## src/rtl/uart_gated_pkg.sv

```systemverilog
package uart_gated_pkg;

  typedef enum logic [1:0] {
    PAR_NONE = 2'b00,
    PAR_ZERO = 2'b01,
    PAR_ODD  = 2'b10,
    PAR_EVEN = 2'b11
  } par_e;

  typedef struct packed {
    logic pwr;
    logic txe;
    logic rxe;
    par_e par;
    logic len8;
    logic stop2;
    logic spare;
  } mode_t;

  localparam int FRAME_MAX = 12;

  function automatic int unsigned data_len(mode_t m);
    return m.len8 ? 8 : 7;
  endfunction

  // parity bit sent for a data word under the given mode
  function automatic logic calc_par(par_e p, logic [7:0] d, logic len8);
    logic x;
    x = ^(len8 ? d : {1'b0, d[6:0]});
    case (p)
      PAR_ODD:  return ~x;
      PAR_EVEN: return x;
      default:  return 1'b0;
    endcase
  endfunction

  // bits after the start bit and before the stop bit(s)
  function automatic logic [3:0] payload_len(mode_t m);
    return 4'(data_len(m) + ((m.par != PAR_NONE) ? 1 : 0));
  endfunction

  function automatic logic [3:0] frame_len(mode_t m);
    return 4'(1 + payload_len(m) + (m.stop2 ? 2 : 1));
  endfunction

  // full frame, bit 0 sent first, unused tail bits are idle-high
  function automatic logic [FRAME_MAX-1:0] make_frame(mode_t m, logic [7:0] d);
    logic [FRAME_MAX-1:0] f;
    int k;
    f = '1;
    f[0] = 1'b0;
    k = 1;
    for (int i = 0; i < 8; i++) begin
      if (i < 7 || m.len8) begin
        f[k] = d[i];
        k++;
      end
    end
    if (m.par != PAR_NONE) f[k] = calc_par(m.par, d, m.len8);
    return f;
  endfunction

endpackage

```

## src/rtl/uart_gated_modereg.sv

```systemverilog
module uart_gated_modereg #(
  parameter logic [7:0] RST_VAL = 8'h01
) (
  input  logic       clk,
  input  logic       rst_n,
  input  logic       byte_we,
  input  logic [7:0] wdata,
  input  logic       bit_we,
  input  logic [2:0] bit_idx,
  input  logic       bit_val,
  output logic [7:0] mode_q,
  output logic [7:0] mode_nxt
);

  always_comb begin
    mode_nxt = mode_q;
    if (byte_we) mode_nxt = wdata;
    else if (bit_we) mode_nxt[bit_idx] = bit_val;
  end

  always_ff @(posedge clk or negedge rst_n) begin
    if (!rst_n) mode_q <= RST_VAL;
    else        mode_q <= mode_nxt;
  end


  byte_write_chk: assert property (@(posedge clk) disable iff (!rst_n)
    byte_we |=> mode_q == $past(wdata));

endmodule

```

## src/rtl/uart_gated_tx.sv

```systemverilog
module uart_gated_tx
  import uart_gated_pkg::*;
#(
  parameter int OVS = 16
) (
  input  logic       clk,
  input  logic       arst_n,
  input  logic       en,
  input  logic       tick,
  input  logic       load,
  input  logic [7:0] din,
  input  mode_t      mode,
  output logic       txd_o,
  output logic       busy_o,
  output logic       done_o
);

  localparam int CW = $clog2(OVS);

  logic [FRAME_MAX-1:0] sh;
  logic [3:0]           left;
  logic [CW-1:0]        tcnt;
  logic                 busy;
  logic                 bit_end;

  assign bit_end = busy & tick & (tcnt == CW'(OVS - 1));
  assign done_o  = bit_end & (left == 4'd1);
  assign txd_o   = busy ? sh[0] : 1'b1;
  assign busy_o  = busy;

  always_ff @(posedge clk or negedge arst_n) begin
    if (!arst_n) begin
      sh <= '1; left <= '0; tcnt <= '0; busy <= 1'b0;
    end else if (!en) begin
      sh <= '1; left <= '0; tcnt <= '0; busy <= 1'b0;
    end else if (load && !busy) begin
      sh   <= make_frame(mode, din);
      left <= frame_len(mode);
      tcnt <= '0;
      busy <= 1'b1;
    end else if (busy && tick) begin
      if (bit_end) begin
        tcnt <= '0;
        sh   <= {1'b1, sh[FRAME_MAX-1:1]};
        left <= left - 4'd1;
        if (left == 4'd1) busy <= 1'b0;
      end else begin
        tcnt <= tcnt + CW'(1);
      end
    end
  end


  tx_en_clear_chk: assert property (@(posedge clk) disable iff (!arst_n)
    !en |=> !busy);


  tx_mid_frame_chk: assert property (@(posedge clk) disable iff (!arst_n)
    (en && bit_end && left != 4'd1) |=> busy);

endmodule

```

## src/rtl/uart_gated_rx.sv

```systemverilog
module uart_gated_rx
  import uart_gated_pkg::*;
#(
  parameter int OVS = 16
) (
  input  logic       clk,
  input  logic       arst_n,
  input  logic       en,
  input  logic       tick,
  input  logic       rxd,
  input  mode_t      mode,
  input  logic       rd,
  input  logic       err_clr,
  output logic [7:0] data_o,
  output logic       valid_o,
  output logic       perr_o,
  output logic       ferr_o,
  output logic       oerr_o,
  output logic       done_o
);

  localparam int CW   = $clog2(OVS);
  localparam int HALF = OVS / 2;

  typedef enum logic [1:0] {RX_IDLE, RX_START, RX_DATA, RX_STOP} rx_st_e;

  rx_st_e        st;
  logic [CW-1:0] tcnt;
  logic [3:0]    idx;
  logic [8:0]    pl;
  logic          samp, par_bit, par_chk;
  logic          par_bad, frm_bad, ovr_bad;
  logic [7:0]    rx_word;

  assign samp    = tick & (tcnt == CW'(OVS - 1));
  assign done_o  = (st == RX_STOP) & samp;
  assign rx_word = mode.len8 ? pl[7:0] : {1'b0, pl[6:0]};
  assign par_bit = mode.len8 ? pl[8] : pl[7];
  assign par_chk = (mode.par == PAR_ODD) || (mode.par == PAR_EVEN);
  assign par_bad = done_o & par_chk & (par_bit != calc_par(mode.par, rx_word, mode.len8));
  assign frm_bad = done_o & ~rxd;
  assign ovr_bad = done_o & valid_o & ~rd;

  always_ff @(posedge clk or negedge arst_n) begin
    if (!arst_n) begin
      st <= RX_IDLE; tcnt <= '0; idx <= '0; pl <= '0; data_o <= '0;
      valid_o <= 1'b0; perr_o <= 1'b0; ferr_o <= 1'b0; oerr_o <= 1'b0;
    end else if (!en) begin
      st <= RX_IDLE; tcnt <= '0; idx <= '0; pl <= '0; data_o <= '0;
      valid_o <= 1'b0; perr_o <= 1'b0; ferr_o <= 1'b0; oerr_o <= 1'b0;
    end else begin
      valid_o <= (valid_o & ~rd) | done_o;
      perr_o  <= (perr_o & ~err_clr) | par_bad;
      ferr_o  <= (ferr_o & ~err_clr) | frm_bad;
      oerr_o  <= (oerr_o & ~err_clr) | ovr_bad;
      if (done_o) data_o <= rx_word;
      case (st)
        RX_IDLE: if (tick && !rxd) begin
          st   <= RX_START;
          tcnt <= '0;
        end
        RX_START: if (tick) begin
          if (tcnt == CW'(HALF - 1)) begin
            tcnt <= '0;
            idx  <= '0;
            st   <= rxd ? RX_IDLE : RX_DATA;
          end else tcnt <= tcnt + CW'(1);
        end
        RX_DATA: if (tick) begin
          if (samp) begin
            pl[idx] <= rxd;
            tcnt    <= '0;
            if (idx == payload_len(mode) - 4'd1) st <= RX_STOP;
            else idx <= idx + 4'd1;
          end else tcnt <= tcnt + CW'(1);
        end
        default: if (tick) begin
          if (samp) begin
            st   <= RX_IDLE;
            tcnt <= '0;
          end else tcnt <= tcnt + CW'(1);
        end
      endcase
    end
  end


  parity_flag_chk: assert property (@(posedge clk) disable iff (!arst_n)
    (en && par_bad) |=> perr_o);


  overrun_flag_chk: assert property (@(posedge clk) disable iff (!arst_n)
    (en && done_o && valid_o && !rd) |=> oerr_o);


  err_clear_chk: assert property (@(posedge clk) disable iff (!arst_n)
    (en && err_clr && !done_o) |=> (!perr_o && !ferr_o && !oerr_o));


  rx_en_clear_chk: assert property (@(posedge clk) disable iff (!arst_n)
    !en |=> (!valid_o && !perr_o && !ferr_o && !oerr_o));

endmodule

```

## src/rtl/uart_gated.sv

```systemverilog
module uart_gated
  import uart_gated_pkg::*;
#(
  parameter int         OVS     = 16,
  parameter logic [7:0] RST_VAL = 8'h01
) (
  input  logic       clk,
  input  logic       rst_n,
  input  logic       cfg_wr,
  input  logic [7:0] cfg_wdata,
  input  logic       cfg_bit_wr,
  input  logic [2:0] cfg_bit_sel,
  input  logic       cfg_bit_val,
  output logic [7:0] cfg_rdata,
  input  logic       baud_tick,
  input  logic       tx_wr,
  input  logic [7:0] tx_data,
  output logic       tx_busy,
  output logic       txd,
  input  logic       rxd,
  input  logic       rx_rd,
  output logic [7:0] rx_data,
  output logic       rx_valid,
  input  logic       err_rd,
  output logic       err_parity,
  output logic       err_frame,
  output logic       err_overrun
);

  logic [7:0] mode_raw, nxt_raw;
  mode_t      mode_q, mode_n;
  logic       eng_rst_n;
  logic       tx_accept, tx_line, tx_done, rx_done;
  logic [1:0] rx_sync;

  uart_gated_modereg #(.RST_VAL(RST_VAL)) u_mode (
    .clk(clk), .rst_n(rst_n),
    .byte_we(cfg_wr), .wdata(cfg_wdata),
    .bit_we(cfg_bit_wr), .bit_idx(cfg_bit_sel), .bit_val(cfg_bit_val),
    .mode_q(mode_raw), .mode_nxt(nxt_raw)
  );

  assign mode_q    = mode_t'(mode_raw);
  assign mode_n    = mode_t'(nxt_raw);
  assign cfg_rdata = mode_raw;

  // power bit low holds the whole serial engine in reset
  assign eng_rst_n = rst_n & mode_q.pwr;

  assign tx_accept = tx_wr & ~tx_busy & mode_q.pwr & mode_q.txe & mode_n.pwr & mode_n.txe;

  always_ff @(posedge clk or negedge eng_rst_n) begin
    if (!eng_rst_n) rx_sync <= 2'b11;
    else            rx_sync <= {rx_sync[0], rxd};
  end

  uart_gated_tx #(.OVS(OVS)) u_tx (
    .clk(clk), .arst_n(eng_rst_n), .en(mode_q.txe), .tick(baud_tick),
    .load(tx_accept), .din(tx_data), .mode(mode_q),
    .txd_o(tx_line), .busy_o(tx_busy), .done_o(tx_done)
  );

  uart_gated_rx #(.OVS(OVS)) u_rx (
    .clk(clk), .arst_n(eng_rst_n), .en(mode_q.rxe), .tick(baud_tick),
    .rxd(rx_sync[1]), .mode(mode_q), .rd(rx_rd), .err_clr(err_rd),
    .data_o(rx_data), .valid_o(rx_valid), .perr_o(err_parity),
    .ferr_o(err_frame), .oerr_o(err_overrun), .done_o(rx_done)
  );

  assign txd = mode_q.pwr ? tx_line : 1'b1;


  power_off_chk: assert property (@(posedge clk) disable iff (!rst_n)
    !mode_q.pwr |-> (txd && !tx_busy && !rx_valid && rx_data == 8'h00 &&
                     !err_parity && !err_frame && !err_overrun));


  tx_start_chk: assert property (@(posedge clk) disable iff (!rst_n)
    $rose(tx_busy) |-> $past(tx_accept));


  tx_idle_line_chk: assert property (@(posedge clk) disable iff (!rst_n)
    (!tx_busy && !tx_done) |-> txd);

endmodule

```

## config.mk

```make
export PLATFORM = sky130hd
export DESIGN_NAME = uart_gated
export DESIGN_NICKNAME = d
export VERILOG_FILES = /design/src/rtl/uart_gated_pkg.sv /design/src/rtl/uart_gated_modereg.sv /design/src/rtl/uart_gated_tx.sv /design/src/rtl/uart_gated_rx.sv /design/src/rtl/uart_gated.sv
export SDC_FILE = /design/constraint.sdc
export NUM_CORES = 1
export LEC_CHECK = 0
export BUFFER_PORTS_ARGS = -buffer_cell sky130_fd_sc_hd__buf_2
export CORE_MARGIN = 2
export CORE_UTILIZATION = 52
export CTS_CLUSTER_SIZE = 24
export DETAILED_ROUTE_END_ITERATION = 10
export MAX_ROUTING_LAYER = met4
export PLACE_DENSITY = 0.76
export SETUP_SLACK_MARGIN = 0.02
export SLEW_MARGIN = 20
export SYNTH_ARGS = -nofsm -noshare
export SYNTH_HDL_FRONTEND = slang
export SYNTH_HIERARCHICAL = 1
export SYNTH_SLANG_ARGS = --single-unit
export TNS_END_PERCENT = 20
```

## constraint.sdc

```tcl
create_clock -name clk -period 1.1 [get_ports clk]
set_input_delay 0.22 -clock clk [delete_from_list [all_inputs] [get_ports clk]]
set_output_delay 0.22 -clock clk [all_outputs]
set_load 0.01 [all_outputs]
```

==> results.py <==
metrics = {
    "status": {
        "status": "finished, violations left",
        "violations": "setup timing",
    },
    "clocking": {
        "htreeDepth": 3,
        "cts_buffer_depth": 2,
        "numClockSinks": 60,
        "cts_buffers": 9,
        "clock_latency_ns": 0.36,
        "cts_tree": "yes",
        "path_clk_slew_ns": 0.10,
        "root_buffer": "clkbuf_8",
    },
    "place": {
        "hpwlAfterDp_um": 6300,
        "dpl.cell_count": 573,
        "pre_cts_slack_ns": -0.869,
        "gp_congestion": 0.841,
        "port_buffers": 50,
    },
    "final_layout": {
        "mostFrequentLayoutCell": "buf_4",
        "final_cell_mix": "76 x buf_4, 67 x nand2_1, 43 x dfrtp_1, 39 x buf_2, 25 x buf_6",
        "seqCellArea_um2": 1520,
        "diodes": 0,
        "syn_to_final_growth_pct": 52.1,
        "drive_above_1_share_pct": 49.9,
        "fin_cells": 603,
        "nets": 562,
        "nFillCells": 304,
        "multi_input_area_um2": 2310,
    },
    "timing": {
        "layout_setup_ws_ns": -1.01,
        "slew_headroom_pct": 76.7,
        "hold_ws_ns": 0.111,
        "slew_violations": 0,
        "finalHoldViolCount": 0,
        "period_share_pct": 192,
        "period_minus_slack_ns": 2.11,
        "finalSetupTns_ns": -34.40,
        "finClkSkew_ns": 0.0219,
        "rsz0062_at_grt": "yes",
        "tightest_slew_ns": 0.349,
        "max_freq_ghz": 0.475,
        "setup_violations": 72,
    },
    "global_routing": {
        "grt_pass1_wl_um": 19300,
        "grt_start_max_net_pins": 22,
        "antenna_found_initial": 0,
        "grt_usage_pct": 35.4,
        "grt-ovfl-total": 0,
        "grt_pass1_vias": 3776,
    },
    "power_and_ir_drop": {
        "switching_share_pct": 31.5,
        "intPower_mw": 3.89,
        "irDropWorstVdd_mv": 1.44,
        "p_seq_share_pct": 40.6,
        "p_leak_nw": 2.48,
        "combPwrFrac_pct": 20.7,
        "clkPwrFrac_pct": 38.7,
        "power_switching_mw": 1.79,
        "pwr_density_cell_nw_per_um2": 1060,
        "power_mw": 5.68,
    },
    "setup_path": {
        "critical_path.startpoint_type": "flop",
        "crit_family": "compound AO/OA/AOI/OAI gates",
        "required_ns": 1.40,
        "rrSetupSlack_ns": -1.01,
        "worst_path_max_delay_cell": "dfrtp_2",
        "endpoint_kind": "flop",
        "arrival_ns": 2.40,
        "critPathBufInv": 1,
        "criticalPathCategory": "reg -> reg",
        "max_stage_delay_ns": 0.45,
        "cp_max_fo": 3,
        "crit_chain": "or2_4, ha_2, xor2_2, o211ai_2, buf_4, a2111oi_4, o21a_1",
    },
    "synth": {
        "synth_area_um2": 3530,
        "syn_nets": 422,
        "yosysWarnings": 6,
        "ys.flop_type": "dfrtp_1",
        "ys_types": 61,
        "synth_edf_count": 0,
        "postSynthCellCount": 378,
        "yosysSeqAreaShare_pct": 43.0,
        "yosys_register_bits": 60,
        "synth-async-reset-ratio_pct": 100,
        "syn_area_per_cell_um2": 9.35,
    },
    "routing": {
        "ant_nets": 0,
        "dr.pass1.iters": 8,
        "drc": 0,
        "drt_iter0_markers": 649,
        "routedWlPerCell_um": 25.7,
        "routed_wirelength_um": 15500,
        "viasPerCell": 6.80,
        "vias": 4098,
    },
    "floorplan": {
        "num_rows": 30,
        "coreArea_um2": 6680,
        "dieWidth_um": 86.4,
        "io_pins": 51,
        "dieArea_um2": 7470,
        "die_h_um": 86.4,
        "start_util_pct": 52.9,
    },
    "flow_run": {
        "maxCapViolCount": 0,
    },
    "min_path": {
        "hold_class": "in -> reg",
    },
}
==> power groups by stage <==
stage | Combinational, mW | Clock (mW) | Sequential [mW]
after floorplan | 0.409 | 0 | 2.36
after global placement | 0.794 | 0 | 2.33
after detailed placement | 0.814 | 0 | 2.34
after CTS | 0.976 | 2.12 | 2.29
after global routing | 1.21 | 2.30 | 2.31
final | 1.17 | 2.20 | 2.31
==> what timing repair did <==
action                                  4_1_cts  5_1_grt
cloned                                        0        1
endpoints found under the setup margin       72       72
pin swaps                                    29       10
setup buffers                                 7        4
resized for setup                            61       51
endpoints found under the hold margin         9        0
hold buffers                                  2        0
==> worst min-delay path: cells and delay by family <==
| family | cells | cell delay, ns |
|---|---|---|
| buffers and inverters | 1 | 0.08 |
| AO/OA/AOI/OAI | 1 | 0.07 |
| AND/OR/NAND/NOR | 1 | 0.04 |
==> cell families after synthesis <==
family | count (synthesis) | share of synthesized area [%]
AO/OA/AOI/OAI | 63 | 11.2
XOR/XNOR | 23 | 6.69
adder cells (fa/ha/maj) | 15 | 5.31
buffers and inverters | 32 | 4.21
flip-flops | 60 | 43.0
multiplexers | 22 | 6.27
AND/OR/NAND/NOR | 163 | 23.3
==> Yosys cell counts, drive strengths merged, types with 2 or more instances <==
| library cell | n | share of area (%) |
|---|---|---|
| or2 | 4 | 0.78 |
| o21a | 2 | 0.42 |
| a21oi | 21 | 3.4 |
| dfrtp | 47 | 33 |
| clkbuf | 9 | 0.99 |
| inv | 12 | 1.3 |
| nor3b | 3 | 0.78 |
| nand2 | 73 | 7.8 |
| buf | 10 | 1.8 |
| and4bb | 3 | 1.1 |
| nand4 | 4 | 0.71 |
| nand3 | 20 | 2.8 |
| nand4b | 4 | 0.99 |
| nor3 | 4 | 0.57 |
| ha | 15 | 5.3 |
| nor2 | 23 | 2.7 |
| and3 | 3 | 0.53 |
| xnor3 | 2 | 1.3 |
| nor2b | 6 | 1.1 |
| o21ai | 22 | 3.1 |
| nor4 | 4 | 0.89 |
| xor2 | 5 | 1.5 |
| nand2b | 5 | 0.89 |
| o211ai | 3 | 0.78 |
| a21boi | 4 | 0.85 |
| xnor2 | 16 | 4.0 |
| mux2i | 21 | 5.9 |
| nor4b | 2 | 0.67 |
| dfstp | 13 | 9.7 |
| o211a | 2 | 0.57 |
| a31oi | 2 | 0.35 |
==> routing by layer <==
metal  GRT usage [%]  vias to the layer above  part of all wire (%)
met5               -                        -                     0
met2            57.0                      451                    46
met4            19.0                        0                   9.4
li1                -                     1576                     -
met1            40.5                     1909                    34
met3            9.33                      162                    11
==> final timing paths <==
kind / start / endpoint / depth (start not counted)
setup / recovery: u_mode/mode_q[4]$_DFF_PN0_ / u_rx/st[0]$_DFFE_PN0P_ / 7
hold / removal: cfg_wdata[1] / u_mode/mode_q[1]$_DFF_PN0_ / 3
max in group asynchronous: u_mode/mode_q[7]$_DFF_PN0_ / u_tx/sh[6]$_DFFE_PN1P_ / 3
hold reg to reg: rx_sync[0]$_DFF_PN1_ / rx_sync[1]$_DFF_PN1_ / 0
setup reg to reg: u_mode/mode_q[4]$_DFF_PN0_ / u_rx/st[0]$_DFFE_PN0P_ / 7
min in group asynchronous: rst_n / u_mode/mode_q[5]$_DFF_PN0_ / 3
==> through the flow <==
step	util [%]	cell area (um2)
after global placement	67.4	4500
final	80.4	5370
after floorplan	-	3640
after detailed placement	67.4	4500
after global routing	80.4	5370
after CTS	75.9	5070
==> cell type report <==
type	count	share of cell area, %
Sequential cell	60	28.3
Clock buffer	9	2.31
Inverter	13	1.00
Timing Repair Buffer	148	22.0
Multi-Input combinational cell	286	42.9
Tap cell	80	1.86
Clock inverter	7	1.56
==> registers in the layout, summed over array words and instances, names as in the netlist <==
| name | flops |
|---|---|
| u_rx/perr_o | 1 |
| u_rx/idx | 4 |
| u_tx/left | 4 |
| u_rx/valid_o | 1 |
| u_tx/busy_o | 1 |
| u_rx/data_o | 8 |
| u_rx/ferr_o | 1 |
| rx_sync | 2 |
| u_tx/tcnt | 4 |
| u_rx/oerr_o | 1 |
| u_rx/st | 2 |
| u_mode/mode_q | 8 |
| u_tx/sh | 10 |
| u_rx/pl | 9 |
| u_rx/tcnt | 4 |
(Power assumes the default switching activity.)
